`src/rtl/pt_pkg.sv`:
```
package pt_pkg;
  // Strobes passed from control to datapath for one cycle
  typedef struct packed {
    logic lookup;
    logic tableWr;
  } ctrlStrobes_t;
endpackage

```
`src/rtl/pt_ctrl.sv`:
```
module pt_ctrl
  import pt_pkg::*;
(
  input  logic         reqValid,
  input  logic         wrEn,
  output ctrlStrobes_t strobes
);
  // Lookups and writes are independent; both may occur in the same cycle.
  always_comb begin
    strobes.lookup  = reqValid;
    strobes.tableWr = wrEn;
  end
endmodule

```
`src/rtl/pt_datapath.sv`:
```
module pt_datapath
  import pt_pkg::*;
#(
  parameter int VA_W   = 13,
  parameter int PA_W   = 12,
  parameter int LINE_W = 10
) (
  input  logic                     clk,
  input  logic                     rstN,
  input  ctrlStrobes_t             strobes,
  input  logic [VA_W-1:0]          reqVaddr,
  input  logic [VA_W-LINE_W-1:0]   wrPage,
  input  logic [PA_W-LINE_W-1:0]   wrBlock,
  input  logic                     wrPresent,
  output logic                     rspValid,
  output logic [PA_W-1:0]          rspPaddr,
  output logic                     rspFault
);
  localparam int PAGE_W  = VA_W - LINE_W;
  localparam int BLK_W   = PA_W - LINE_W;
  localparam int ENTRIES = 1 << PAGE_W;

  logic [ENTRIES-1:0] presentQ;
  logic [BLK_W-1:0]   blockQ [ENTRIES];
  logic [ENTRIES-1:0] entryWr;

  // One write-enable per entry
  for (genvar g = 0; g < ENTRIES; g++) begin : g_wrDecode
    assign entryWr[g] = strobes.tableWr && (wrPage == PAGE_W'(g));
  end

  always_ff @(posedge clk or negedge rstN) begin
    if (!rstN) begin
      for (int i = 0; i < ENTRIES; i++) begin
        presentQ[i] <= 1'b0;
        blockQ[i]   <= '0;
      end
    end else begin
      for (int i = 0; i < ENTRIES; i++) begin
        if (entryWr[i]) begin
          presentQ[i] <= wrPresent;
          blockQ[i]   <= wrBlock;
        end
      end
    end
  end

  // Lookup reads the table before this edge's write lands (old contents)
  logic [PAGE_W-1:0] lookPage;
  logic [LINE_W-1:0] lookLine;
  logic              lookPresent;
  logic [BLK_W-1:0]  lookBlock;

  always_comb begin
    lookPage    = reqVaddr[VA_W-1:LINE_W];
    lookLine    = reqVaddr[LINE_W-1:0];
    lookPresent = presentQ[lookPage];
    lookBlock   = blockQ[lookPage];
  end

  always_ff @(posedge clk or negedge rstN) begin
    if (!rstN) begin
      rspValid <= 1'b0;
      rspFault <= 1'b0;
      rspPaddr <= '0;
    end else begin
      rspValid <= strobes.lookup;
      rspFault <= strobes.lookup && !lookPresent;
      rspPaddr <= (strobes.lookup && lookPresent) ? {lookBlock, lookLine} : '0;
    end
  end
endmodule

```
`src/rtl/page_translator.sv`:
```
module page_translator
  import pt_pkg::*;
#(
  parameter int VA_W   = 13,
  parameter int PA_W   = 12,
  parameter int LINE_W = 10
) (
  input  logic                   clk,
  input  logic                   rstN,
  input  logic                   reqValid,
  input  logic [VA_W-1:0]        reqVaddr,
  input  logic                   wrEn,
  input  logic [VA_W-LINE_W-1:0] wrPage,
  input  logic [PA_W-LINE_W-1:0] wrBlock,
  input  logic                   wrPresent,
  output logic                   rspValid,
  output logic [PA_W-1:0]        rspPaddr,
  output logic                   rspFault
);
  ctrlStrobes_t strobes;

  pt_ctrl i_ctrl (
    .reqValid (reqValid),
    .wrEn     (wrEn),
    .strobes  (strobes)
  );

  pt_datapath #(
    .VA_W   (VA_W),
    .PA_W   (PA_W),
    .LINE_W (LINE_W)
  ) i_datapath (
    .clk       (clk),
    .rstN      (rstN),
    .strobes   (strobes),
    .reqVaddr  (reqVaddr),
    .wrPage    (wrPage),
    .wrBlock   (wrBlock),
    .wrPresent (wrPresent),
    .rspValid  (rspValid),
    .rspPaddr  (rspPaddr),
    .rspFault  (rspFault)
  );
endmodule

```
`config.mk`:
```
export PLATFORM = sky130hd
export DESIGN_NAME = page_translator
export DESIGN_NICKNAME = d
export VERILOG_FILES = /design/src/rtl/pt_pkg.sv /design/src/rtl/pt_ctrl.sv /design/src/rtl/pt_datapath.sv /design/src/rtl/page_translator.sv
export SDC_FILE = /design/constraint.sdc
export NUM_CORES = 1
export LEC_CHECK = 0
export ABC_AREA = 1
export BUFFER_PORTS_ARGS = -buffer_cell sky130_fd_sc_hd__buf_2
export CAP_MARGIN = 5
export CORE_MARGIN = 2
export CORE_UTILIZATION = 53
export DETAILED_ROUTE_END_ITERATION = 8
export HOLD_SLACK_MARGIN = 0.03
export PLACE_DENSITY_LB_ADDON = 0.05
export SETUP_SLACK_MARGIN = 0.02
export SLEW_MARGIN = 5
export SYNTH_ARGS = -nofsm -noshare
export SYNTH_HDL_FRONTEND = slang
export SYNTH_SLANG_ARGS = --single-unit
```
`constraint.sdc`:
```
create_clock -name clk -period 1.45 [get_ports clk]
set_input_delay 0.29 -clock clk [delete_from_list [all_inputs] [get_ports clk]]
set_output_delay 0.29 -clock clk [all_outputs]
set_load 0.02 [all_outputs]
```
==> results of run 1 <==
==> power breakdown <==
group / internal, mW / switching, mW
Sequential: 1.21 / 0.0732
Combinational: 0.178 / 0.290
Clock: 0.362 / 0.346
Total: 1.75 / 0.710
==> metrics by stage <==
step           cell area, µm²  worst slack, ps  utilization  power, mW  instances
2_1_floorplan            1720              402            -       1.61        200
3_3_place_gp             1950              162        0.634       1.76        279
6_report                 2040              283        0.664       2.46        288
5_1_grt                  2040              200        0.664       2.63        288
3_5_place_dp             1950              105        0.634       1.77        279
4_1_cts                  2040              262        0.664       2.49        288
==> flip-flops by register name (all words and copies together) (netlist names) <==
| register | flops |
|---|---|
| i_datapath.presentQ | 8 |
| i_datapath.rspValid | 1 |
| i_datapath.rspFault | 1 |
| i_datapath.blockQ | 16 |
| i_datapath.rspPaddr | 12 |
==> metal layers <==
| layer | vias to the layer above | share of wire | wire length, µm | global-route usage |
|---|---|---|---|---|
| met5 | - | 0 | 0 | 0 |
| met4 | 0 | 0.0054 | 18 | 0.0776 |
| met3 | 2 | 0.053 | 174 | 0.0704 |
| met2 | 40 | 0.49 | 1610 | 0.343 |
| met1 | 630 | 0.45 | 1500 | 0.257 |
| li1 | 703 | - | - | - |
==> cell usage in the layout (no fill, tap or decap) <==
| cell | synthesis | final |
|---|---|---|
| nand2_1 | 59 | 59 |
| dfrtp_1 | 38 | 38 |
| buf_2 | 0 | 36 |
| inv_1 | 30 | 30 |
| o21ai_1 | 19 | 19 |
| nor2_2 | 9 | 9 |
| nand3_1 | 8 | 8 |
| nor2_1 | 8 | 8 |
| nand3_2 | 6 | 6 |
| o21ai_0 | 6 | 6 |
| clkbuf_4 | 0 | 5 |
| inv_2 | 4 | 4 |
| nand2_2 | 2 | 2 |
| clkinvlp_4 | 0 | 2 |
| buf_4 | 1 | 2 |
| clkinv_1 | 1 | 1 |
| clkinv_2 | 1 | 1 |
| nand2_4 | 1 | 1 |
| nor2_4 | 1 | 1 |
| a21boi_1 | 1 | 1 |
| o211ai_1 | 1 | 1 |
| nor3_2 | 1 | 1 |
| bufinv_16 | 0 | 1 |
| dlygate4sd3_1 | 0 | 1 |
| buf_12 | 0 | 1 |
==> path summary, 6_finish.rpt <==
kind                                         from                       to  slack [ps]  cells after the start
hold reg to reg            i_datapath.presentQ[3]   i_datapath.presentQ[3]         500                      2
setup reg to reg           i_datapath.presentQ[3]  i_datapath.rspPaddr[11]         290                      7
max in group asynchronous                    rstN   i_datapath.presentQ[1]         590                      3
setup / recovery           i_datapath.rspPaddr[6]              rspPaddr[6]         280                      1
min in group asynchronous                    rstN   i_datapath.rspPaddr[2]         410                      2
hold / removal                           reqValid      i_datapath.rspValid          90                      1
==> kinds of logic (layout without fill, tap and decap cells) <==
family,after synthesis,count (layout),share of synthesized area
buf+inv,40,84,0.103
flops,38,38,0.552
compound gates,27,27,0.0814
simple gates,95,95,0.263
==> final cells by class <==
cell class	count	area (µm²)	share of cell area
clock inverters	3	45.0	0.0220
inverters	36	136	0.0667
multi-input cells	122	593	0.290
repair buffers	40	225	0.110
well taps	44	55.1	0.0269
flip-flops and latches	38	951	0.465
clock buffers	5	37.5	0.0184
==> impl_metrics.env, run 1 <==
export IMPL_outcome="finished clean"
export IMPL_drive_gt1_frac=0.295
export IMPL_max_cap_violations=0
export IMPL_fin_nets=266
export IMPL_die_area_mm2=0.00372
export IMPL_path_max_fanout=1
export IMPL_path_buf_inv=1
export IMPL_max_slew_margin=0.708
export IMPL_slew_violations=0
export IMPL_finalCritPeriodShare=0.805
export IMPL_finalCriticalPeriod_ps=1170
export IMPL_ys_seq_area_frac=0.552
export IMPL_fmax_mhz=857
export IMPL_cts_hold_buf=1
export IMPL_skew_ps=7.11
export IMPL_yosysTopAreaCell="dfrtp_1"
export IMPL_cp_slowest_cell="dfrtp_1"
export IMPL_netlist_area_mm2=0.00172
export IMPL_gp_congestion=0.901
export IMPL_rsz0062_at_grt="no"
export IMPL_numCtsBuffers=5
export IMPL_critical_path_top_delay_family="flip-flops"
export IMPL_design_portCount=37
export IMPL_netlist_top_cells_count="59 x nand2_1, 38 x dfrtp_1, 30 x inv_1, 19 x o21ai_1, 9 x nor2_2"
export IMPL_hold_violations=0
export IMPL_fillerInstances=272
export IMPL_cts_root_buf="clkbuf_4"
export IMPL_syn_to_final_growth_pct=18.7
export IMPL_fin_worst_hold_slack_ps=94.7
export IMPL_hold_path_class="primary input to register"
export IMPL_yosys_top_cells_area="dfrtp_1 55%, nand2_1 13%, inv_1 6.5%"
export IMPL_drt_iter0_drc=31
export IMPL_setup_viol=0
export IMPL_wl_per_cell_um=11.5
export IMPL_synth_edf_count=0
export IMPL_grtUsageTotal=0.209
export IMPL_crit_path_end_kind="output pin"
export IMPL_cts_setup_buffers=0
export IMPL_start_util=0.559
export IMPL_worstSetupPathType="register to output pin"
export IMPL_antenna_found_initial=0
export IMPL_power_density_mw_per_mm2=1200
export IMPL_overflow=0
export IMPL_cts_tree="done"
export IMPL_max_vdd_ir_drop_uv=733
export IMPL_postSynth_asyncResetShare=1.00
export IMPL_grt_pass1_wl_mm=5.56
export IMPL_synth_seq_cells=38
export IMPL_synthDistinctLibCells=20
export IMPL_power_leakage_nw=1.13
export IMPL_h_tree_depth=2
export IMPL_drt_antenna_violating_nets=0
export IMPL_first_pass_iters=4
export IMPL_worstPathCellList="buf_2"
export IMPL_core_area_mm2=0.00308
export IMPL_arrival_ps=880
export IMPL_die_w_um=61.0
export IMPL_yosys_area_top_type_share=0.552
export IMPL_cts_resized=0
export IMPL_crit_path_start_kind="register"
export IMPL_finalSetupTns_ps=0
export IMPL_vias=1375
export IMPL_cts_path_max_buffers=2
export IMPL_syn_inst=200
export IMPL_worst_pin_slew_ps=438
export IMPL_die_h_um=61.0
export IMPL_n_antenna_cell=0
export IMPL_routed_wl_mm=3.31
export IMPL_port_buffers=36
export IMPL_synth_avg_cell_area_um2=8.61
export IMPL_synth_ff_type="dfrtp_1"
export IMPL_clk_pin_slew_ps=120
export IMPL_via_per_inst=4.77
export IMPL_yosysMostFrequentCell="nand2_1"
export IMPL_grt_pass1_vias=1316
export IMPL_grt_max_degree=21
export IMPL_syn_nets=223
export IMPL_required_ps=1160
export IMPL_crit_path_max_incr_delay_ps=380
export IMPL_hpwl_mm=2.63
export IMPL_drc_errors=0
export IMPL_rows=20
export IMPL_worst_skew_pair_late_latency_ps=340
export IMPL_clkSinkCount=38
export IMPL_yosysWarningCount=0
(Power assumes the default switching activity.)
==> run 2: changes to the inputs <==
clock period = 1.2 ns   (was 1.45 ns; I/O delays follow)
==> run 2 against run 1 <==
Compared with the run above:
- global-route usage grew 1.4 points
- clock power rose by 25%
- sequential power grew 22%
- non-clock buffer count grew 6
- hold slack lost 1.7 ps
- critical path depth unchanged
- count of clock-buffer cells in the layout unchanged
- first-iteration DRC count rose by 9.7%
- combinational power up 28%
- via count increased by 0.15%
- flip-flop and latch count unchanged
- die area is the same
- largest power group unchanged
==> impl_metrics.env, run 2 (same netlist as run 1, synthesis figures left out) <==
export IMPL_h_tree_depth=2
export IMPL_fin_nets=272
export IMPL_p_total_mw=3.04
export IMPL_final_common_cell="nand2_1"
export IMPL_grt_pass1_wl_mm=5.97
export IMPL_top_register="i_datapath.blockQ"
export IMPL_crit_path_max_incr_delay_ps=400
export IMPL_worst_skew_pair_late_latency_ps=350
export IMPL_finalCriticalPeriod_ps=1130
export IMPL_drt_antenna_violating_nets=0
export IMPL_worst_pin_slew_ps=389
export IMPL_critical_path_top_delay_family="flip-flops"
export IMPL_fin_ws_ps=71.0
export IMPL_required_ps=960
export IMPL_max_vdd_ir_drop_uv=940
export IMPL_final_seq_area_um2=951
export IMPL_vias=1377
export IMPL_drt_iter0_drc=34
export IMPL_place_ws_ps=-22.9
export IMPL_first_pass_iters=4
export IMPL_cp_slowest_cell="dfrtp_1"
export IMPL_design_portCount=37
export IMPL_hold_path_class="primary input to register"
export IMPL_utilization=0.686
export IMPL_drc_errors=0
export IMPL_die_w_um=61.0
export IMPL_max_slew_margin=0.739
export IMPL_via_per_inst=4.68
export IMPL_clkSinkCount=38
export IMPL_antenna_found_initial=0
export IMPL_finalCritPeriodShare=0.941
export IMPL_reg_top3="i_datapath.blockQ (16), i_datapath.rspPaddr (12), i_datapath.presentQ (8)"
export IMPL_setup_viol=0
export IMPL_drive_gt1_frac=0.312
export IMPL_rsz0062_at_grt="no"
export IMPL_placed_area_mm2=0.00199
export IMPL_fillerInstances=269
export IMPL_crit_path_start_kind="register"
export IMPL_grt_max_degree=23
export IMPL_worstPathCellList="buf_6"
export IMPL_path_max_fanout=1
export IMPL_final_cell_area_mm2=0.00211
export IMPL_numCtsBuffers=5
export IMPL_wl_per_cell_um=11.9
export IMPL_hpwl_mm=2.70
export IMPL_slew_violations=0
export IMPL_die_area_mm2=0.00372
export IMPL_syn_to_final_growth_pct=22.7
export IMPL_cts_path_max_buffers=2
export IMPL_overflow=0
export IMPL_rows=20
export IMPL_power_leakage_nw=1.16
export IMPL_port_buffers=36
export IMPL_grtUsageTotal=0.223
export IMPL_path_buf_inv=1
export IMPL_die_h_um=61.0
export IMPL_cts_root_buf="clkbuf_4"
export IMPL_final_cell_mix="59 x nand2_1, 38 x dfrtp_1, 35 x buf_2"
export IMPL_routed_wl_mm=3.50
export IMPL_crit_path_end_kind="output pin"
export IMPL_power_density_mw_per_mm2=1440
export IMPL_arrival_ps=890
export IMPL_clk_pin_slew_ps=130
export IMPL_r2r_slack_ps=90
export IMPL_hold_violations=0
export IMPL_worstSetupPathType="register to output pin"
export IMPL_core_area_mm2=0.00308
export IMPL_outcome="finished clean"
export IMPL_max_cap_violations=0
export IMPL_gp_congestion=0.851
export IMPL_grt_pass1_vias=1311
export IMPL_largest_reg_flops=16
export IMPL_multi_input_area_um2=596
export IMPL_cts_tree="done"
export IMPL_n_antenna_cell=0
export IMPL_start_util=0.559
export IMPL_fmax_mhz=886
export IMPL_skew_ps=15.6
## run 2: metrics by stage
step	setup TNS (ps)	hold WS, ps	instances
2_1_floorplan	0	-55.6	200
6_report	0	93.0	294
4_1_cts	0	89.3	293
3_5_place_dp	-64.4	193	283
3_3_place_gp	0	177	283
5_1_grt	0	74.5	294
## run 2: repair_timing
action | 4_1_cts | 5_1_grt
hold buffers | 2 | 0
setup endpoints to repair | 0 | 2
gates resized for setup | 0 | 3
endpoints found under the hold margin | 17 | 0
setup buffers | 0 | 1
## run 2: path summary, 6_finish.rpt
kind / end / depth (start not counted) / startpoint
min reg2reg: i_datapath.blockQ[7] / 2 / i_datapath.blockQ[7]
max: rspPaddr[7] / 1 / i_datapath.rspPaddr[7]
max in group asynchronous: i_datapath.blockQ[13] / 3 / rstN
min in group asynchronous: i_datapath.rspPaddr[1] / 2 / rstN
max reg2reg: i_datapath.rspPaddr[0] / 7 / i_datapath.presentQ[3]
min: i_datapath.rspPaddr[1] / 3 / reqVaddr[1]
## run 2: routing by layer
metal	part of all wire	routed length, µm	GRT usage
met5	0	0	0
met4	0.0094	33	0.0559
met3	0.043	149	0.0640
met2	0.48	1670	0.349
met1	0.47	1650	0.307
## run 2: area by class of cell
cell class | instances | area share
repair buffers | 46 | 0.138
multi-input cells | 122 | 0.282
well taps | 44 | 0.0261
flip-flops and latches | 38 | 0.450
inverters | 36 | 0.0646
clock inverters | 3 | 0.0213
clock buffers | 5 | 0.0178
## run 2: report_power, final
| group | total, mW | leakage [nW] | internal, mW | switching (mW) |
|---|---|---|---|---|
| sequential | 1.56 | 0.487 | 1.46 | 0.0939 |
| clock | 0.883 | 0.0374 | 0.437 | 0.446 |
| combinational | 0.598 | 0.640 | 0.244 | 0.354 |
| total | 3.04 | 1.16 | 2.14 | 0.894 |
